File: src/rtl/evseq_pkg.sv
package evseq_pkg;
  localparam int CODE_W = 8;
  localparam int TS_W   = 32;

  localparam logic [CODE_W-1:0] CODE_NULL = 8'h00;
  localparam logic [CODE_W-1:0] CODE_END  = 8'h7F;

  typedef struct packed {
    logic [TS_W-1:0]   ts;
    logic [CODE_W-1:0] code;
  } seq_entry_t;

  typedef enum logic [1:0] {
    SRC_SW   = 2'd0,
    SRC_EXT  = 2'd1,
    SRC_CNT  = 2'd2,
    SRC_LINE = 2'd3
  } trig_src_e;

  // Number of clock cycles the phase delay lasts for a given step setting.
  function automatic logic [TS_W-1:0] phase_cycles(input logic [7:0] steps,
                                                   input int unsigned step_cycles);
    return TS_W'(steps) * TS_W'(step_cycles);
  endfunction

  // An entry is due once the running time has reached its stamp.
  function automatic logic entry_due(input logic [TS_W-1:0] now,
                                     input logic [TS_W-1:0] stamp);
    return now >= stamp;
  endfunction
endpackage

File: src/rtl/evseq_linesync.sv
module evseq_linesync #(
  parameter int unsigned STEP_CYCLES = 12500
) (
  input  logic       clk,
  input  logic       rst_n,
  input  logic       line_in,
  input  logic [7:0] div_m1,
  input  logic [7:0] phase,
  output logic       tick_o
);
  import evseq_pkg::*;

  localparam int unsigned PH_MAX = 255 * STEP_CYCLES;
  localparam int PH_W = $clog2(PH_MAX + 1);

  logic [2:0]      sync_q;
  logic            rise;
  logic [7:0]      div_cnt;
  logic            div_hit;
  logic            active_q;
  logic [PH_W-1:0] ph_cnt;
  logic [TS_W-1:0] ph_load_full;

  // Two synchroniser stages, then a history stage for edge detection.
  always_ff @(posedge clk) begin
    if (!rst_n) sync_q <= '0;
    else        sync_q <= {sync_q[1:0], line_in};
  end

  assign rise    = sync_q[1] & ~sync_q[2];
  assign div_hit = rise && (div_cnt == div_m1);

  always_ff @(posedge clk) begin
    if (!rst_n) div_cnt <= '0;
    else if (rise) div_cnt <= div_hit ? 8'd0 : div_cnt + 8'd1;
  end

  assign ph_load_full = phase_cycles(phase, STEP_CYCLES);

  always_ff @(posedge clk) begin
    if (!rst_n) begin
      active_q <= 1'b0;
      ph_cnt   <= '0;
      tick_o   <= 1'b0;
    end else begin
      tick_o <= 1'b0;
      if (active_q) begin
        if (ph_cnt == '0) begin
          tick_o   <= 1'b1;
          active_q <= 1'b0;
        end else begin
          ph_cnt <= ph_cnt - 1'b1;
        end
      end else if (div_hit) begin
        active_q <= 1'b1;
        ph_cnt   <= PH_W'(ph_load_full);
      end
    end
  end

  // a tick only comes out of a running phase countdown
  a_r9_tick_after_phase: assert property (@(posedge clk) disable iff (!rst_n)
    (!active_q && !div_hit) |=> !tick_o);

  // the tick lasts a single cycle
  a_r9_single_tick: assert property (@(posedge clk) disable iff (!rst_n)
    tick_o |=> !tick_o);

  // the divide count restarts after each divided pulse
  a_r8_div_restart: assert property (@(posedge clk) disable iff (!rst_n)
    div_hit |=> (div_cnt == 8'd0));
endmodule

File: src/rtl/evseq_core.sv
module evseq_core #(
  parameter int DEPTH = 16,
  parameter int PW    = 16
) (
  input  logic                        clk,
  input  logic                        rst_n,
  input  logic [1:0]                  trig_sel,
  input  logic                        src_sw,
  input  logic                        src_ext,
  input  logic                        src_cnt,
  input  logic                        src_line,
  input  logic                        recycle,
  input  logic [PW-1:0]               presc_m1,
  input  logic                        we,
  input  logic [$clog2(DEPTH)-1:0]    waddr,
  input  logic [evseq_pkg::TS_W-1:0]  wts,
  input  logic [evseq_pkg::CODE_W-1:0] wcode,
  output logic [evseq_pkg::CODE_W-1:0] code_o,
  output logic                        busy_o
);
  import evseq_pkg::*;

  localparam int AW = $clog2(DEPTH);
  localparam logic [AW-1:0] LAST_ADDR = AW'(DEPTH - 1);

  seq_entry_t      mem [DEPTH];
  seq_entry_t      cur;
  logic            run_q;
  logic [AW-1:0]   ptr;
  logic [TS_W-1:0] seq_time;
  logic [PW-1:0]   pcnt;
  logic            trig;
  logic            due;
  logic            end_hit;
  logic            last;
  logic            ptick;

  always_ff @(posedge clk) begin
    if (we) mem[waddr] <= '{ts: wts, code: wcode};
  end

  always_comb begin
    unique case (trig_src_e'(trig_sel))
      SRC_SW:   trig = src_sw;
      SRC_EXT:  trig = src_ext;
      SRC_CNT:  trig = src_cnt;
      SRC_LINE: trig = src_line;
      default:  trig = 1'b0;
    endcase
  end

  assign cur     = mem[ptr];
  assign due     = run_q && entry_due(seq_time, cur.ts);
  assign end_hit = due && (cur.code == CODE_END);
  assign last    = (ptr == LAST_ADDR);
  assign ptick   = (pcnt == presc_m1);
  assign busy_o  = run_q;

  always_ff @(posedge clk) begin
    if (!rst_n) begin
      run_q    <= 1'b0;
      ptr      <= '0;
      seq_time <= '0;
      pcnt     <= '0;
      code_o   <= CODE_NULL;
    end else begin
      code_o <= CODE_NULL;
      if (!run_q) begin
        if (trig) begin
          run_q    <= 1'b1;
          ptr      <= '0;
          seq_time <= '0;
          pcnt     <= '0;
        end
      end else if (end_hit) begin
        if (recycle) begin
          ptr      <= '0;
          seq_time <= '0;
          pcnt     <= '0;
        end else begin
          run_q <= 1'b0;
        end
      end else begin
        pcnt     <= ptick ? '0 : pcnt + 1'b1;
        seq_time <= seq_time + (ptick ? 1 : 0);
        if (due) begin
          code_o <= cur.code;
          if (last) begin
            if (recycle) begin
              ptr      <= '0;
              seq_time <= '0;
              pcnt     <= '0;
            end else begin
              run_q <= 1'b0;
            end
          end else begin
            ptr <= ptr + 1'b1;
          end
        end
      end
    end
  end

  // an end code without recycle stops the sequencer
  a_r5_stop_on_end: assert property (@(posedge clk) disable iff (!rst_n)
    (end_hit && !recycle) |=> !busy_o);

  // an end code with recycle restarts from entry 0 at time zero
  a_r6_recycle_restart: assert property (@(posedge clk) disable iff (!rst_n)
    (end_hit && recycle) |=> (busy_o && ptr == '0 && seq_time == '0));

  // while running, time never steps back unless the list finishes
  a_r7_no_retrigger: assert property (@(posedge clk) disable iff (!rst_n)
    (run_q && !end_hit && !(due && last)) |=> (run_q && seq_time >= $past(seq_time)));

  // the end code is never sent
  a_r4_no_end_out: assert property (@(posedge clk) disable iff (!rst_n)
    code_o != CODE_END);
endmodule

File: src/rtl/evseq_merge.sv
module evseq_merge #(
  parameter int N = 2
) (
  input  logic [N*evseq_pkg::CODE_W-1:0] codes_i,
  output logic [evseq_pkg::CODE_W-1:0]   code_o
);
  import evseq_pkg::*;

  // Scan from the highest index down so that index 0 wins.
  always_comb begin
    code_o = CODE_NULL;
    for (int i = N - 1; i >= 0; i--) begin
      if (codes_i[i*CODE_W +: CODE_W] != CODE_NULL)
        code_o = codes_i[i*CODE_W +: CODE_W];
    end
  end
endmodule

File: src/rtl/evseq_top.sv
module evseq_top #(
  parameter int          NSEQ        = 2,
  parameter int          DEPTH       = 16,
  parameter int          PW          = 16,
  parameter int unsigned STEP_CYCLES = 12500
) (
  input  logic                       clk,
  input  logic                       rst_n,
  input  logic                       line_in,
  input  logic                       ext_trig,
  input  logic                       cnt_tick,
  input  logic [NSEQ-1:0]            sw_trig,
  input  logic [2*NSEQ-1:0]          trig_sel,
  input  logic [NSEQ-1:0]            recycle,
  input  logic [NSEQ*PW-1:0]         presc_m1,
  input  logic [7:0]                 ls_div_m1,
  input  logic [7:0]                 ls_phase,
  input  logic [NSEQ-1:0]            ram_we,
  input  logic [$clog2(DEPTH)-1:0]   ram_addr,
  input  logic [31:0]                ram_ts,
  input  logic [7:0]                 ram_code,
  output logic [7:0]                 ev_code,
  output logic [NSEQ-1:0]            seq_busy,
  output logic                       line_sync_tick
);
  import evseq_pkg::*;

  logic [NSEQ*CODE_W-1:0] seq_codes;

  evseq_linesync #(.STEP_CYCLES(STEP_CYCLES)) u_linesync (
    .clk    (clk),
    .rst_n  (rst_n),
    .line_in(line_in),
    .div_m1 (ls_div_m1),
    .phase  (ls_phase),
    .tick_o (line_sync_tick)
  );

  for (genvar g = 0; g < NSEQ; g++) begin : g_seq
    evseq_core #(.DEPTH(DEPTH), .PW(PW)) u_core (
      .clk     (clk),
      .rst_n   (rst_n),
      .trig_sel(trig_sel[2*g +: 2]),
      .src_sw  (sw_trig[g]),
      .src_ext (ext_trig),
      .src_cnt (cnt_tick),
      .src_line(line_sync_tick),
      .recycle (recycle[g]),
      .presc_m1(presc_m1[g*PW +: PW]),
      .we      (ram_we[g]),
      .waddr   (ram_addr),
      .wts     (ram_ts),
      .wcode   (ram_code),
      .code_o  (seq_codes[g*CODE_W +: CODE_W]),
      .busy_o  (seq_busy[g])
    );
  end

  evseq_merge #(.N(NSEQ)) u_merge (
    .codes_i(seq_codes),
    .code_o (ev_code)
  );

  // when sequencer 0 emits, its code is what leaves the block
  a_r10_priority: assert property (@(posedge clk) disable iff (!rst_n)
    (seq_codes[CODE_W-1:0] != CODE_NULL) |-> (ev_code == seq_codes[CODE_W-1:0]));
endmodule

File: config.mk
export PLATFORM = sky130hd
export DESIGN_NAME = evseq_top
export DESIGN_NICKNAME = d
export VERILOG_FILES = /design/src/rtl/evseq_pkg.sv /design/src/rtl/evseq_linesync.sv /design/src/rtl/evseq_core.sv /design/src/rtl/evseq_merge.sv /design/src/rtl/evseq_top.sv
export SDC_FILE = /design/constraint.sdc
export NUM_CORES = 2
export LEC_CHECK = 0
export BUFFER_PORTS_ARGS = -buffer_cell sky130_fd_sc_hd__buf_2
export CAP_MARGIN = 20
export CORE_ASPECT_RATIO = 0.6
export CORE_MARGIN = 1
export CORE_UTILIZATION = 30
export CTS_BUF_LIST = sky130_fd_sc_hd__clkbuf_4 sky130_fd_sc_hd__clkbuf_8
export CTS_CLUSTER_SIZE = 10
export DETAILED_ROUTE_END_ITERATION = 8
export GPL_TIMING_DRIVEN = 1
export PLACE_DENSITY = 0.53
export REMOVE_ABC_BUFFERS = 1
export SETUP_SLACK_MARGIN = 0.2
export SLEW_MARGIN = 20
export SYNTH_ARGS = -nofsm -noshare
export SYNTH_HDL_FRONTEND = slang
export SYNTH_HIERARCHICAL = 1
export SYNTH_SLANG_ARGS = --single-unit
File: constraint.sdc
create_clock -name clk -period 6.15 [get_ports clk]
set_input_delay 0.9225 -clock clk [delete_from_list [all_inputs] [get_ports clk]]
set_output_delay 0.9225 -clock clk [all_outputs]
set_load 0.01 [all_outputs]
==> impl_metrics.tcl <==
set metrics [dict create \
    required_ns 7.02 \
    start_kind "flip-flop" \
    totalWireLength_um 156000 \
    power_leakage_uw 0.0222 \
    grt_pass1_wl_um 224000 \
    rsz0062_at_grt "false" \
    syn_area_sq_mm 0.0601 \
    ys_async_sr_fraction 0 \
    ys_seq_area_frac 0.694 \
    cp-end-kind "flip-flop" \
    drtIter0Drc 3452 \
    arrival_ns 6.29 \
    synth_top_area_frac 0.639 \
    fmax_mhz 184 \
    clk_pin_slew_worst_paths_ns 0.06 \
    slew_viol_final 0 \
    critical_path_peak_fanout 48 \
    start_util 0.304 \
    peakVddDrop_v 0.000173 \
    hold_path_class "primary input to flip-flop" \
    post-dp-hpwl_um 92100 \
    cts-root-buf "clkbuf_8" \
    numCtsBuffers 223 \
    ant_nets 0 \
    dieHeight_um 349 \
    cpPeakStageDelay_ns 0.62 \
    synth_edf_count 1280 \
    synth_most_common_cell "edfxtp_1" \
    cts_tree "done" \
    timing_hold_violations_final 0 \
    track_usage 0.151 \
    netlist_instances 3306 \
    die_w_um 580 \
    clock-sinks 1445 \
    path_cells "buf_12 -> mux4_2 -> mux4_2 -> inv_1 -> ha_1 -> and4_1 -> nand4_1 -> nor2_1 -> o41a_1 -> o211ai_1 -> buf_4 -> o31ai_4 -> buf_4 -> o21ba_1 -> a21oi_2" \
    grt_pass1_vias 31400 \
    fin_area_sq_mm 0.0687 \
    period_needed_ns 5.42 \
    powerDensity_mw_per_mm2 289 \
    synth_common_cells "1280 x edfxtp_1, 374 x mux4_2, 165 x dfxtp_1" \
    num_vias 32500 \
    clk_latency_ns 0.98 \
    synthTopCellsByArea "edfxtp_1 64%, mux4_2 14%, dfxtp_1 5.5%" \
    cts_resized 0 \
    io-pin-count 118 \
    crit_family "compound AO/OA/AOI/OAI gates" \
    critPathKind "flip-flop to flip-flop" \
    core_sq_mm 0.198 \
    h-tree-depth 4 \
    worst_pin_slew_ns 1.04 \
    routabilityCongestion 0.799 \
    fin_crit_sh 0.882 \
    dr.pass1.iters 7 \
    yosysUniqueCellTypes 102 \
    die_area_sq_mm 0.202 \
    drt-wirelength-per-cell_um 24.3 \
    synth_warnings 6 \
    grt-ovfl-total 0 \
    drv_cap 0 \
    dpl_cell_area_sq_mm 0.0644 \
    avgSynthCellArea_sq_um 18.2 \
    drive_above_1_share 0.271 \
    slew_headroom 0.304 \
    synthFlopType "edfxtp_1" \
    portBuffers 117 \
    fin_util 0.347 \
    nets 3853 \
    antenna_found_initial 20 \
    crit_buf_inv 4 \
    post_cts_buffers 0 \
    cpMaxStageDelayCell "o41a_1" \
    clock-skew-final_ns 0.0790 \
    grt_max_degree 75 \
    clk_path_buf_depth 4 \
    fin_total_pwr_uw 19900 \
    area_growth_pct 14.3 \
    cts_hold_repair.buffers 0 \
    vias_per_cell 5.08 \
    setup_violations 0 \
    outcome "completed" \
    post-route-drc-count 0 \
    placementRows 126 \
    yosys.area.top_type "edfxtp_1" \
    ys_ff_latch 1445 \
]
[metal layers]
metal  up-vias  global-route usage  share of wire
li1      14100                   -              -
met5         -                   0        0.00027
met3       229              0.0292          0.072
met1     17100               0.244           0.50
met2      1158               0.205           0.41
met4         8              0.0319          0.017
[worst paths after layout]
| path | start | end | slack [ns] | depth (start not counted) |
|---|---|---|---|---|
| worst max register to register | flip-flop | g_seq[0].u_core/seq_time[16] | 0.73 | 15 |
| worst min-delay path | line_in | u_linesync/sync_q[0] | 0.23 | 2 |
| worst min register to register | u_linesync/sync_q[0] | u_linesync/sync_q[1] | 0.44 | 1 |
| worst max-delay path | flip-flop | g_seq[0].u_core/seq_time[16] | 0.73 | 15 |
[registers in the layout (all words and copies together) (netlist names), named ones only]
name                   flops
u_linesync/tick_o          1
g_seq.u_core/busy_o        2
u_linesync/ph_cnt         22
u_linesync/sync_q          3
g_seq.u_core/mem        1280
g_seq.u_core/pcnt         32
u_linesync/div_cnt         8
g_seq.u_core/ptr           8
g_seq.u_core/seq_time     64
g_seq.u_core/code_o       16
u_linesync/active_q        1
[area by class of cell]
cell class | count | area [sq um]
clock buffer | 294 | 3640
antenna | 6 | 15.0
inverter | 118 | 444
sequential | 1445 | 41800
multi-input combinational | 1608 | 17500
fill | 18500 | 129000
tap | 2624 | 3280
timing repair buffer | 211 | 1420
clock inverter | 97 | 692
[cell usage in the layout, fill, tap and decap left out, types with 12 or more instances in the layout]
cell type | Yosys | routed
edfxtp_1 | 1280 | 1280
mux4_2 | 374 | 374
clkbuf_8 | 0 | 229
dfxtp_1 | 165 | 159
nand2_1 | 146 | 146
ha_1 | 127 | 127
buf_2 | 24 | 117
inv_1 | 116 | 115
buf_4 | 3 | 85
nor2_1 | 102 | 78
a21oi_1 | 73 | 73
nand3_1 | 72 | 72
clkbuf_4 | 0 | 65
nand4_1 | 53 | 53
clkinv_1 | 1 | 52
o21ai_0 | 49 | 49
xor2_1 | 45 | 45
and3_1 | 37 | 37
xnor2_1 | 35 | 35
nor3_1 | 40 | 32
mux2i_1 | 31 | 31
a21o_1 | 30 | 30
clkinv_2 | 0 | 27
nor2_4 | 1 | 25
o21ai_1 | 21 | 21
nor4_1 | 20 | 20
nor2b_1 | 20 | 20
or3_1 | 19 | 19
and2_1 | 17 | 17
a22o_1 | 17 | 17
a22oi_1 | 16 | 16
nand2b_1 | 15 | 15
or2_2 | 15 | 15
o311ai_1 | 15 | 15
a221oi_1 | 13 | 13
o22ai_1 | 13 | 13
o21bai_1 | 12 | 12
fa_1 | 12 | 12
[through the flow]
step | setup WS, ns | hold slack (ns) | setup TNS (ns) | std cells
final | 0.728 | 0.232 | 0 | 6403
after global routing | 0.564 | 0.160 | 0 | 6400
after CTS | 0.816 | 0.140 | 0 | 6397
after detailed placement | 0.876 | 0.428 | 0 | 6006
after global placement | 0.858 | 0.440 | 0 | 6004
after floorplan | -4.80 | 0.412 | -537.99 | 3171
[report_power, final]
part           switching (uW)  internal, uW  total [uW]
Combinational             601           307         908
Sequential               42.5         10900       10900
Clock                    3820          4220        8050
Total                    4470         15400       19900
[worst register-to-register path, cell delays in order (launching register included)]
cell and delay [ns]:
dfxtp_4 0.47, buf_12 0.35, mux4_2 0.63, mux4_2 0.47, inv_1 0.17, ha_1 0.17, and4_1 0.23, nand4_1 0.25
nor2_1 0.41, o41a_1 0.62, o211ai_1 0.20, buf_4 0.19, o31ai_4 0.28, buf_4 0.54, o21ba_1 0.26, a21oi_2 0.12
[cell families after synthesis]
kind of cell | after synthesis | share of synthesized area
fa+ha+maj | 139 | 0.0304
mux | 408 | 0.146
buf+inv | 253 | 0.0193
simple gates | 602 | 0.0523
compound gates | 379 | 0.0464
flops | 1445 | 0.694
xor+xnor | 80 | 0.0117
(Power assumes the default switching activity.)
